### config.mk
export PLATFORM = sky130hd
export DESIGN_NAME = core_run_ctrl
export DESIGN_NICKNAME = d
export VERILOG_FILES = /design/src/rtl/runctl_pkg.sv /design/src/rtl/runctl_sync.sv /design/src/rtl/runctl_rst_qual.sv /design/src/rtl/runctl_halt.sv /design/src/rtl/core_run_ctrl.sv
export SDC_FILE = /design/constraint.sdc
export NUM_CORES = 1
export LEC_CHECK = 0
export BUFFER_PORTS_ARGS = -buffer_cell sky130_fd_sc_hd__buf_2
export CORE_AREA = 5 5 42 44
export CTS_CLUSTER_DIAMETER = 30
export DETAILED_ROUTE_END_ITERATION = 8
export DIE_AREA = 0 0 47 49
export HOLD_SLACK_MARGIN = 0.15
export PLACE_DENSITY = 0.52
export SLEW_MARGIN = 10
export SYNTH_ARGS = -nofsm -noshare
export SYNTH_HDL_FRONTEND = slang
export SYNTH_SLANG_ARGS = --single-unit
### constraint.sdc
create_clock -name clk -period 2.1 [get_ports clk]
set_clock_uncertainty 0.05 [all_clocks]
set_input_delay 0.42 -clock clk [delete_from_list [all_inputs] [get_ports clk]]
set_output_delay 0.42 -clock clk [all_outputs]
set_load 0.01 [all_outputs]
### src/rtl/runctl_pkg.sv
package runctl_pkg;

  typedef enum logic {
    ST_RUN  = 1'b0,
    ST_HALT = 1'b1
  } run_state_e;

  // Count of qualifying low ticks on the reset line; saturates at limit.
  function automatic int unsigned low_count_next(int unsigned cur, logic pin_low,
                                                 logic tick, int unsigned limit);
    if (!pin_low) return 0;
    if (tick && cur < limit) return cur + 1;
    return cur;
  endfunction

  // Run/halt decision; reset dominates everything, then entry or resume.
  function automatic run_state_e run_next(run_state_e cur, logic rst_take,
                                          logic instr_halt, logic pin_halt,
                                          logic pin_resume);
    if (rst_take) return ST_RUN;
    if (cur == ST_RUN) return (instr_halt || pin_halt) ? ST_HALT : ST_RUN;
    return pin_resume ? ST_RUN : ST_HALT;
  endfunction

endpackage

### src/rtl/runctl_sync.sv
module runctl_sync #(
  parameter int   STAGES = 2,
  parameter logic INIT   = 1'b0
) (
  input  logic clk,
  input  logic arst_n,
  input  logic d_i,
  output logic q_o
);
  localparam int LAST = STAGES - 1;

  logic [STAGES-1:0] chain_q;

  generate
    if (STAGES < 2) begin : g_bad
      initial $error("runctl_sync needs at least two stages");
    end
  endgenerate

  always_ff @(posedge clk or negedge arst_n) begin
    if (!arst_n) chain_q <= {STAGES{INIT}};
    else         chain_q <= {chain_q[STAGES-2:0], d_i};
  end

  assign q_o = chain_q[LAST];
endmodule

### src/rtl/runctl_rst_qual.sv
module runctl_rst_qual
  import runctl_pkg::*;
#(
  parameter int unsigned RST_CYCLES = 3
) (
  input  logic clk,
  input  logic arst_n,
  input  logic cyc_en_i,
  input  logic rst_sync_n_i,
  output logic rst_take_o
);
  localparam int CNT_W = $clog2(RST_CYCLES + 1);

  logic [CNT_W-1:0] low_cnt_q;

  always_ff @(posedge clk or negedge arst_n) begin
    if (!arst_n) low_cnt_q <= '0;
    else low_cnt_q <= CNT_W'(low_count_next(int'(low_cnt_q), ~rst_sync_n_i,
                                            cyc_en_i, RST_CYCLES));
  end

  assign rst_take_o = (low_cnt_q == CNT_W'(RST_CYCLES));

  // acceptance only ever begins on a tick with the line low
  a_r1_take_on_low_tick: assert property (@(posedge clk) disable iff (!arst_n)
    $rose(rst_take_o) |-> ($past(cyc_en_i) && !$past(rst_sync_n_i)));

  // a high line cancels any acceptance at the next edge
  a_r2_high_clears: assert property (@(posedge clk) disable iff (!arst_n)
    rst_sync_n_i |=> !rst_take_o);
endmodule

### src/rtl/runctl_halt.sv
module runctl_halt
  import runctl_pkg::*;
#(
  parameter bit PIN_HALT_EN = 1'b1
) (
  input  logic clk,
  input  logic arst_n,
  input  logic cyc_en_i,
  input  logic halt_req_i,
  input  logic halt_pin_s_i,
  input  logic rst_i,
  output logic halted_o
);
  run_state_e state_q;
  logic       pin_prev_q;
  logic       instr_halt, pin_halt, pin_resume;

  assign instr_halt = halt_req_i & cyc_en_i;
  assign pin_halt   = PIN_HALT_EN & halt_pin_s_i;
  assign pin_resume = PIN_HALT_EN & pin_prev_q & ~halt_pin_s_i;

  always_ff @(posedge clk or negedge arst_n) begin
    if (!arst_n) begin
      state_q    <= ST_RUN;
      pin_prev_q <= 1'b0;
    end else begin
      state_q    <= run_next(state_q, rst_i, instr_halt, pin_halt, pin_resume);
      pin_prev_q <= halt_pin_s_i;
    end
  end

  assign halted_o = (state_q == ST_HALT);

  // a halt instruction at the cycle end freezes the core
  a_r5_instr_enters: assert property (@(posedge clk) disable iff (!arst_n)
    (!halted_o && instr_halt && !rst_i) |=> halted_o);

  // without a resume or reset, halt persists
  a_r6_halt_holds: assert property (@(posedge clk) disable iff (!arst_n)
    (halted_o && !pin_resume && !rst_i) |=> halted_o);

  // a falling halt pin resumes execution
  a_r8_resume: assert property (@(posedge clk) disable iff (!arst_n)
    (halted_o && pin_resume) |=> !halted_o);

  // reset always leaves halt
  a_r9_reset_exits: assert property (@(posedge clk) disable iff (!arst_n)
    rst_i |=> !halted_o);
endmodule

### src/rtl/core_run_ctrl.sv
module core_run_ctrl #(
  parameter int          SYNC_STAGES = 2,
  parameter int unsigned RST_CYCLES  = 3,
  parameter bit          PIN_HALT_EN = 1'b1
) (
  input  logic clk,
  input  logic arst_n,
  input  logic cyc_en_i,
  input  logic rst_pin_n_i,
  input  logic halt_req_i,
  input  logic halt_pin_i,
  output logic core_rst_o,
  output logic core_clk_en_o,
  output logic sk_latch_set_o,
  output logic halted_o
);
  logic rst_sync_n, halt_pin_s, rst_take, por_q;

  runctl_sync #(.STAGES(SYNC_STAGES), .INIT(1'b1)) u_rst_sync (
    .clk(clk), .arst_n(arst_n), .d_i(rst_pin_n_i), .q_o(rst_sync_n));

  runctl_sync #(.STAGES(SYNC_STAGES), .INIT(1'b0)) u_halt_sync (
    .clk(clk), .arst_n(arst_n), .d_i(halt_pin_i), .q_o(halt_pin_s));

  runctl_rst_qual #(.RST_CYCLES(RST_CYCLES)) u_qual (
    .clk(clk), .arst_n(arst_n), .cyc_en_i(cyc_en_i),
    .rst_sync_n_i(rst_sync_n), .rst_take_o(rst_take));

  always_ff @(posedge clk or negedge arst_n) begin
    if (!arst_n) por_q <= 1'b1;
    else         por_q <= 1'b0;
  end

  assign core_rst_o = por_q | rst_take;

  runctl_halt #(.PIN_HALT_EN(PIN_HALT_EN)) u_halt (
    .clk(clk), .arst_n(arst_n), .cyc_en_i(cyc_en_i), .halt_req_i(halt_req_i),
    .halt_pin_s_i(halt_pin_s), .rst_i(core_rst_o), .halted_o(halted_o));

  assign core_clk_en_o  = cyc_en_i & ~halted_o;
  assign sk_latch_set_o = core_rst_o;

  // power-on reset lasts a single cycle after release
  a_r4_por_single: assert property (@(posedge clk) disable iff (!arst_n)
    1'b1 |=> !por_q);

  // while in reset the core cannot be frozen
  a_r10_reset_no_halt: assert property (@(posedge clk) disable iff (!arst_n)
    core_rst_o |=> !halted_o);
endmodule

==> results.md, run 1 <==
- RSZ-0062 raised after global routing: no
- H-tree Lvls: 1
- Layout Utilization: 30.6%
- Grt ovf: 0
- Die H: between 40 and 50 µm
- Vias per inst: 3.80
- CTS tree: done
- Nature of the critical path endpoint: primary output
- Vias in the first global route: roughly 210
- CTS root buffer: clkbuf_4
- Status: finished, final reports clean
- Number of DRC markers in iteration 0: 0
- ANT nets after route: 0
- Nets: 43
- Synthesized netlist cell count: 22
- Most frequent cell after synthesis: dfrtp_1
- P_leak: 0.216 nW
- I/O pin total: 10
- Port bufs: 9
- Period minus WS final: between 1.5 and 2 ns
- Synth Cell Area: 335 µm²
- Setup crit start kind: register
- Ys async rst share: 100%
- Core area: 1400 µm²
- GPL Wtd Cong: 0.646
- Antenna Cells: 0
- # DRC: 0
- Reg2Reg Setup Slack: 0.93 ns
- EDFF count, synth: 0
- CP Class: reg2out
- Post-Syn Area per Cell: roughly 15 µm²
- Proportion of netlist area held by the largest area contributor: 44.8%
- Ys Warns: 0
- Total Wirelength: 433 µm
- Final hold vios: 0
- Fin. max-slew vios: 0
- Setup TNS: 0 ns
- Total track usage: 5.26%
- Tot Pwr: 0.358 mW
- Worst reg2reg path endpoint: u_qual.low_cnt_q[1]
- Pre-Repair DR Iteration Count: 1
- Placed Cells: 46
- Routed via count: between 150 and 200
- CP startpoint: u_qual.low_cnt_q[0]
- Area contributors post-synth: dfrtp_1 (45%), dfstp_2 (24%), nor2b_4 (8.2%)
- Worst endpoint required time: 1.63 ns
- Die ar.: about 2300 µm²
- First-pass GRT wire length: 814 µm
- P&R area growth vs syn: 28.0%
- Area leader, netlist: dfrtp_1
- Clock Latency Late Sink: 0.25 ns
- Bufs on Longest Clock Path: 2
- Highest clock rate: between 500 and 600 MHz
- Fillers: roughly 160
- Seq/Total Area, Yosys: 68.3%
- Hold WS: 0.216 ns
- Critical Path AT: roughly 1.3 ns
- Crit share post-route: 83.3%
- Min-delay worst type: in2reg
- CTS clock-pin slew for the worst setup and hold paths: ~0.06 ns
- Syn_nets: 29
- Share of layout cells above drive strength 1: 51.4%
- Cell variety after synth: 12
- Post-synth top cells: dfrtp_1 (6), dfstp_2 (3), nor2_1 (3), nor2b_4 (2)
- Worst r2r src: u_qual.low_cnt_q[0]
- CTS buffer count: 3
- CP Capture Point: sk_latch_set_o
- Worst IR Drop VDD: 0.402 mV
- Final setup viols: 0
- Max Cap Viol: 0
- FF+latch count, synth: 9
- Die width: 47 µm
- Wirelength per Cell: 8.49 µm
- # rows: 14
- Initial antenna violation count: 0
- DPL Wire Length: ~370 µm
- TritonCTS Sinks: 9
- Most used DFF post-synth: dfrtp_1
- Worst reg2reg path depth: 4
- Maximum number of pins on one net before global-route repair: 10
- Fin cells: 51
- Crit-path max FO: 3
- Initial core utilization: between 20% and 30%
- PD cells: 835 nW/µm²
## cell usage in the layout (no fill, tap or decap)
cell type,n
dfstp_2,3
mux2i_1,1
xnor2_1,1
conb_1,1
a221oi_2,1
nor2_1,3
buf_2,9
nor2b_4,2
clkbuf_4,3
clkbuf_1,1
dlygate4sd3_1,1
inv_1,1
ha_1,1
dfrtp_1,6
or2_1,1
## kinds of logic (layout without fill, tap and decap cells)
group	after synthesis	in the layout	share of synthesized area, %
simple gates	6	6	13.4
flops	9	9	68.3
fa+ha+maj	1	1	3.73
compound gates	1	1	4.48
mux	1	1	2.99
buf+inv	2	15	3.36
other cells	1	1	1.12
xor+xnor	1	1	2.61
## metal layers
metal  GRT usage [%]  routed length, µm
met2            7.01                183
met4            5.53                  0
met3            2.21                 67
met5               0                  0
met1            5.66                182
## per-stage QoR
step                setup slack, ns  area (µm²)
finish                        0.352         429
global route                  0.278         429
CTS                           0.326         429
detailed placement            0.607         393
global placement              0.624         393
floorplan                     0.580         335
## final cells by class
| cell class | instances | area [µm²] | share of cell area, % |
|---|---|---|---|
| well taps | 16 | 20.0 | 4.66 |
| flip-flops and latches | 9 | 229 | 53.4 |
| multi-input cells | 11 | 95.1 | 22.2 |
| clock buffers | 4 | 26.3 | 6.12 |
| repair buffers | 10 | 55.1 | 12.8 |
| inverters | 1 | 3.75 | 0.875 |
## state kept, by name, summed over array words and instances (netlist names)
signal	count
u_halt.halted_o	1
u_rst_sync.chain_q	2
u_halt.pin_prev_q	1
u_halt_sync.chain_q	2
u_qual.low_cnt_q	2
por_q	1
## how the worst min path moves through the flow
stage           startpoint                     end  slack (ns)  cells past startpoint
6_report       rst_pin_n_i   u_rst_sync.chain_q[0]        0.22                      1
5_1_grt        rst_pin_n_i   u_rst_sync.chain_q[0]        0.21                      1
4_1_cts        rst_pin_n_i   u_rst_sync.chain_q[0]        0.20                      1
3_5_place_dp        arst_n  u_halt_sync.chain_q[0]        0.23                      1
3_3_place_gp        arst_n     u_qual.low_cnt_q[1]        0.22                      1
2_1_floorplan       arst_n         u_halt.halted_o        0.07                      0
## critical path: stages (launching register included)
cell and delay (ns):
dfrtp_1 0.39, ha_1 0.24, or2_1 0.26, buf_2 0.15
## what timing repair did
item / 4_1_cts / 5_1_grt
hold endpoints to repair: 6 / 0
setup buffers: 0 / 0
hold buffers: 1 / 0
resized for setup: 0 / 0
## power breakdown
group          internal, mW  leakage [nW]  switching [mW]
logic                0.0206        0.0956          0.0184
registers             0.188         0.106         0.00693
clock network        0.0727        0.0150          0.0522
Note: power is estimated with default switching activity, not from simulation.
==> run 2, diff against run 1 <==
--- a/config.mk
+++ b/config.mk
@@ -11,7 +11,7 @@
 export DETAILED_ROUTE_END_ITERATION = 8
 export DIE_AREA = 0 0 47 49
 export HOLD_SLACK_MARGIN = 0.15
-export PLACE_DENSITY = 0.52
+export PLACE_DENSITY = 0.53
 export SLEW_MARGIN = 10
 export SYNTH_ARGS = -nofsm -noshare
 export SYNTH_HDL_FRONTEND = slang
==> constraint.sdc (replaced) <==
create_clock -name clk -period 1.6 [get_ports clk]
set_clock_uncertainty 0.05 [all_clocks]
set_input_delay 0.32 -clock clk [delete_from_list [all_inputs] [get_ports clk]]
set_output_delay 0.32 -clock clk [all_outputs]
set_load 0.01 [all_outputs]
==> results.md, run 2 (same netlist as run 1, synthesis figures left out) <==
- P_leak: 0.238 nW (was 0.216 nW)
- CTS tree: done (unchanged)
- Min-delay worst type: in2reg (unchanged)
- CTS buffer count: 3 (unchanged)
- Crit share post-route: 97.1%
- Met2 global-route usage: 6.56% (was 7.01%)
- Wirelength per Cell: 7.88 µm (was 8.49 µm)
- Top Registers: u_halt_sync.chain_q x2, u_qual.low_cnt_q x2, u_rst_sync.chain_q x2 (unchanged)
- Port bufs: 9 (unchanged)
- Post-DP Area: 393 µm² (unchanged)
- First-pass GRT wire length: 710 µm (was 814 µm)
- Total track usage: 4.56% (was 5.26%)
- P&R area growth vs syn: 42.2% (was 28.0%)
- Sw Share: 21.2% (was 21.6%)
- Max Cap Viol: 0 (unchanged)
- Flop pwr share: 52.7% (was 54.3%)
- Final instance area: 477 µm² (was 429 µm²)
- RSZ-0062 raised after global routing: no (unchanged)
- Die H: 49 µm (unchanged)
- CTS clock-pin slew for the worst setup and hold paths: 0.06 ns (about the same)
- Commonest cells after routing, fill and taps aside: buf_2 (9), dfrtp_1 (6) (was buf_2 (9), dfrtp_1 (6), nor2_1 (3), clkbuf_4 (3), dfstp_2 (3))
- Worst IR Drop VDD: 0.415 mV (was 0.402 mV)
- Worst reg2reg path depth: 5 (was 4)
- I/O pin total: 10 (unchanged)
- Clock Latency Late Sink: 0.24 ns (was 0.25 ns)
- GPL Wtd Cong: 0.609 (was 0.646)
- Initial antenna violation count: 0 (unchanged)
- # DRC: 0 (unchanged)
- Sw Pwr: 0.102 mW (was 0.0775 mW)
- Cell internal pwr: 0.381 mW (was 0.281 mW)
- Share of layout cells above drive strength 1: 57.5% (was 51.4%)
- CP max stage cell: dfrtp_1 (unchanged)
- Gr busiest metal: met2 (unchanged)
- Final Worst Setup Slack: 0.0469 ns (was 0.352 ns)
- Initial core utilization: 23.9% (unchanged)
- Vias in the first global route: 196 (was 214)
- Nature of the critical path endpoint: primary output (unchanged)
- Vias per inst: 3.63 (was 3.80)
- Critical Path AT: 1.18 ns (was 1.28 ns)
- Worst path bufs/invs: 1 (unchanged)
- Grt ovf: 0 (unchanged)
- TritonCTS Sinks: 9 (unchanged)
- CTS root buffer: clkbuf_4 (unchanged)
- M1 GR Usage: 4.56% (was 5.66%)
- M3 GR Usage: 2.21% (unchanged)
- Antenna Cells: 0 (unchanged)
- Setup TNS: 0 ns (unchanged)
- PD cells: 1010 nW/µm² (was 835 nW/µm²)
- CP Class: reg2out (unchanged)
- Total Wirelength: 441 µm (was 433 µm)
- Nets: 48 (was 43)
- Routed via count: 203 (was 194)
- Hold depth: 3 (was 1)
- H-tree Lvls: 1 (unchanged)
- Maximum number of pins on one net before global-route repair: 10 (unchanged)
- Clk pwr share: 33.6% (was 34.9%)
- Worst endpoint required time: 1.23 ns (was 1.63 ns)
- Most common cell after layout, fill and taps aside: buf_2 (unchanged)
- Crit-path max FO: 3 (unchanged)
- Final hold vios: 0 (unchanged)
- Largest stage delay, worst path: 0.38 ns (was 0.39 ns)
- Worst-path cell chain: ha_2 -> or2_4 -> buf_2 (was ha_1 -> or2_1 -> buf_2)
- Comb power frac: 13.7% (was 10.9%)
- # rows: 14 (unchanged)
- Setup crit start kind: register (unchanged)
- Bufs on Longest Clock Path: 2 (unchanged)
- Number of DRC markers in iteration 0: 2 (was 0)
- Pre-Repair DR Iteration Count: 2 (was 1)
- Highest clock rate: 644 MHz
- Final setup viols: 0 (unchanged)
- Die width: 47 µm (unchanged)
- Die ar.: 2300 µm² (unchanged)
- Fin. max-slew vios: 0 (unchanged)
- Core area: 1400 µm² (unchanged)
- Period minus WS final: 1.55 ns
- Pre-CTS worst setup slack: 0.208 ns (was 0.607 ns)
- ANT nets after route: 0 (unchanged)
- Top delay family on crit path: flip-flops (unchanged)
- Crit path depth: 3 (unchanged)
- Status: finished, final reports clean (unchanged)
==> run 2: changes by cell type in the layout (fill, tap and decap cells not counted) <==
cell and change:
buf_4 +3, dlygate4sd3_1 +2, ha_1 -1, ha_2 +1, or2_1 -1, or2_4 +1
==> run 2: worst paths after layout <==
path                                   startpoint                endpoint  slack (ns)
min in group asynchronous                  arst_n  u_halt_sync.chain_q[0]        0.39
max                           u_qual.low_cnt_q[1]          sk_latch_set_o        0.05
min reg2reg                u_halt_sync.chain_q[0]  u_halt_sync.chain_q[1]        0.30
max reg2reg                   u_qual.low_cnt_q[1]     u_qual.low_cnt_q[1]        0.35
min                                    halt_req_i         u_halt.halted_o        0.28
max in group asynchronous                  arst_n   u_rst_sync.chain_q[1]        0.87
==> run 2: what timing repair did <==
action | CTS | global route
gates resized for setup | 1 | 1
setup buffers | 1 | 2
pin swaps | 1 | 1
hold buffers | 3 | 0
setup endpoints to repair | 2 | 2
hold endpoints to repair | 11 | 0
==> run 2: tightest hold or removal path, cell delays in order <==
cell	delay, ns
buf_2	0.08
a221oi_2	0.05
nor2_1	0.08
==> run 2: layer usage <==
metal  routed length [µm]  vias up
met1                  169       88
li1                     -      106
met2                  204        9
met5                    0        -
met3                   67        0
met4                    0        0
==> run 2: layout make-up <==
class | instances | area (µm²)
clock buffers | 4 | 26.3
fillers | 154 | 925
inverters | 1 | 3.75
multi-input cells | 11 | 100
flip-flops and latches | 9 | 229
well taps | 16 | 20.0
repair buffers | 15 | 97.6
==> run 2: stage by stage <==
| stage | util, % | hold WS, ns | total power, mW | cells |
|---|---|---|---|---|
| after floorplan | - | -0.0256 | 0.290 | 22 |
| after global placement | 28.0 | 0.122 | 0.308 | 46 |
| after detailed placement | 28.0 | 0.128 | 0.310 | 46 |
| after CTS | 32.8 | 0.275 | 0.488 | 54 |
| after global routing | 34.0 | 0.287 | 0.513 | 56 |
| final | 34.0 | 0.279 | 0.483 | 56 |
==> run 2: power groups by stage <==
stage                     combinational [mW]  clock (mW)  sequential [mW]
after floorplan                       0.0310           0            0.259
after global placement                0.0494           0            0.258
after detailed placement              0.0516           0            0.259
after CTS                             0.0625       0.171            0.255
after global routing                  0.0754       0.181            0.257
final                                 0.0663       0.162            0.255
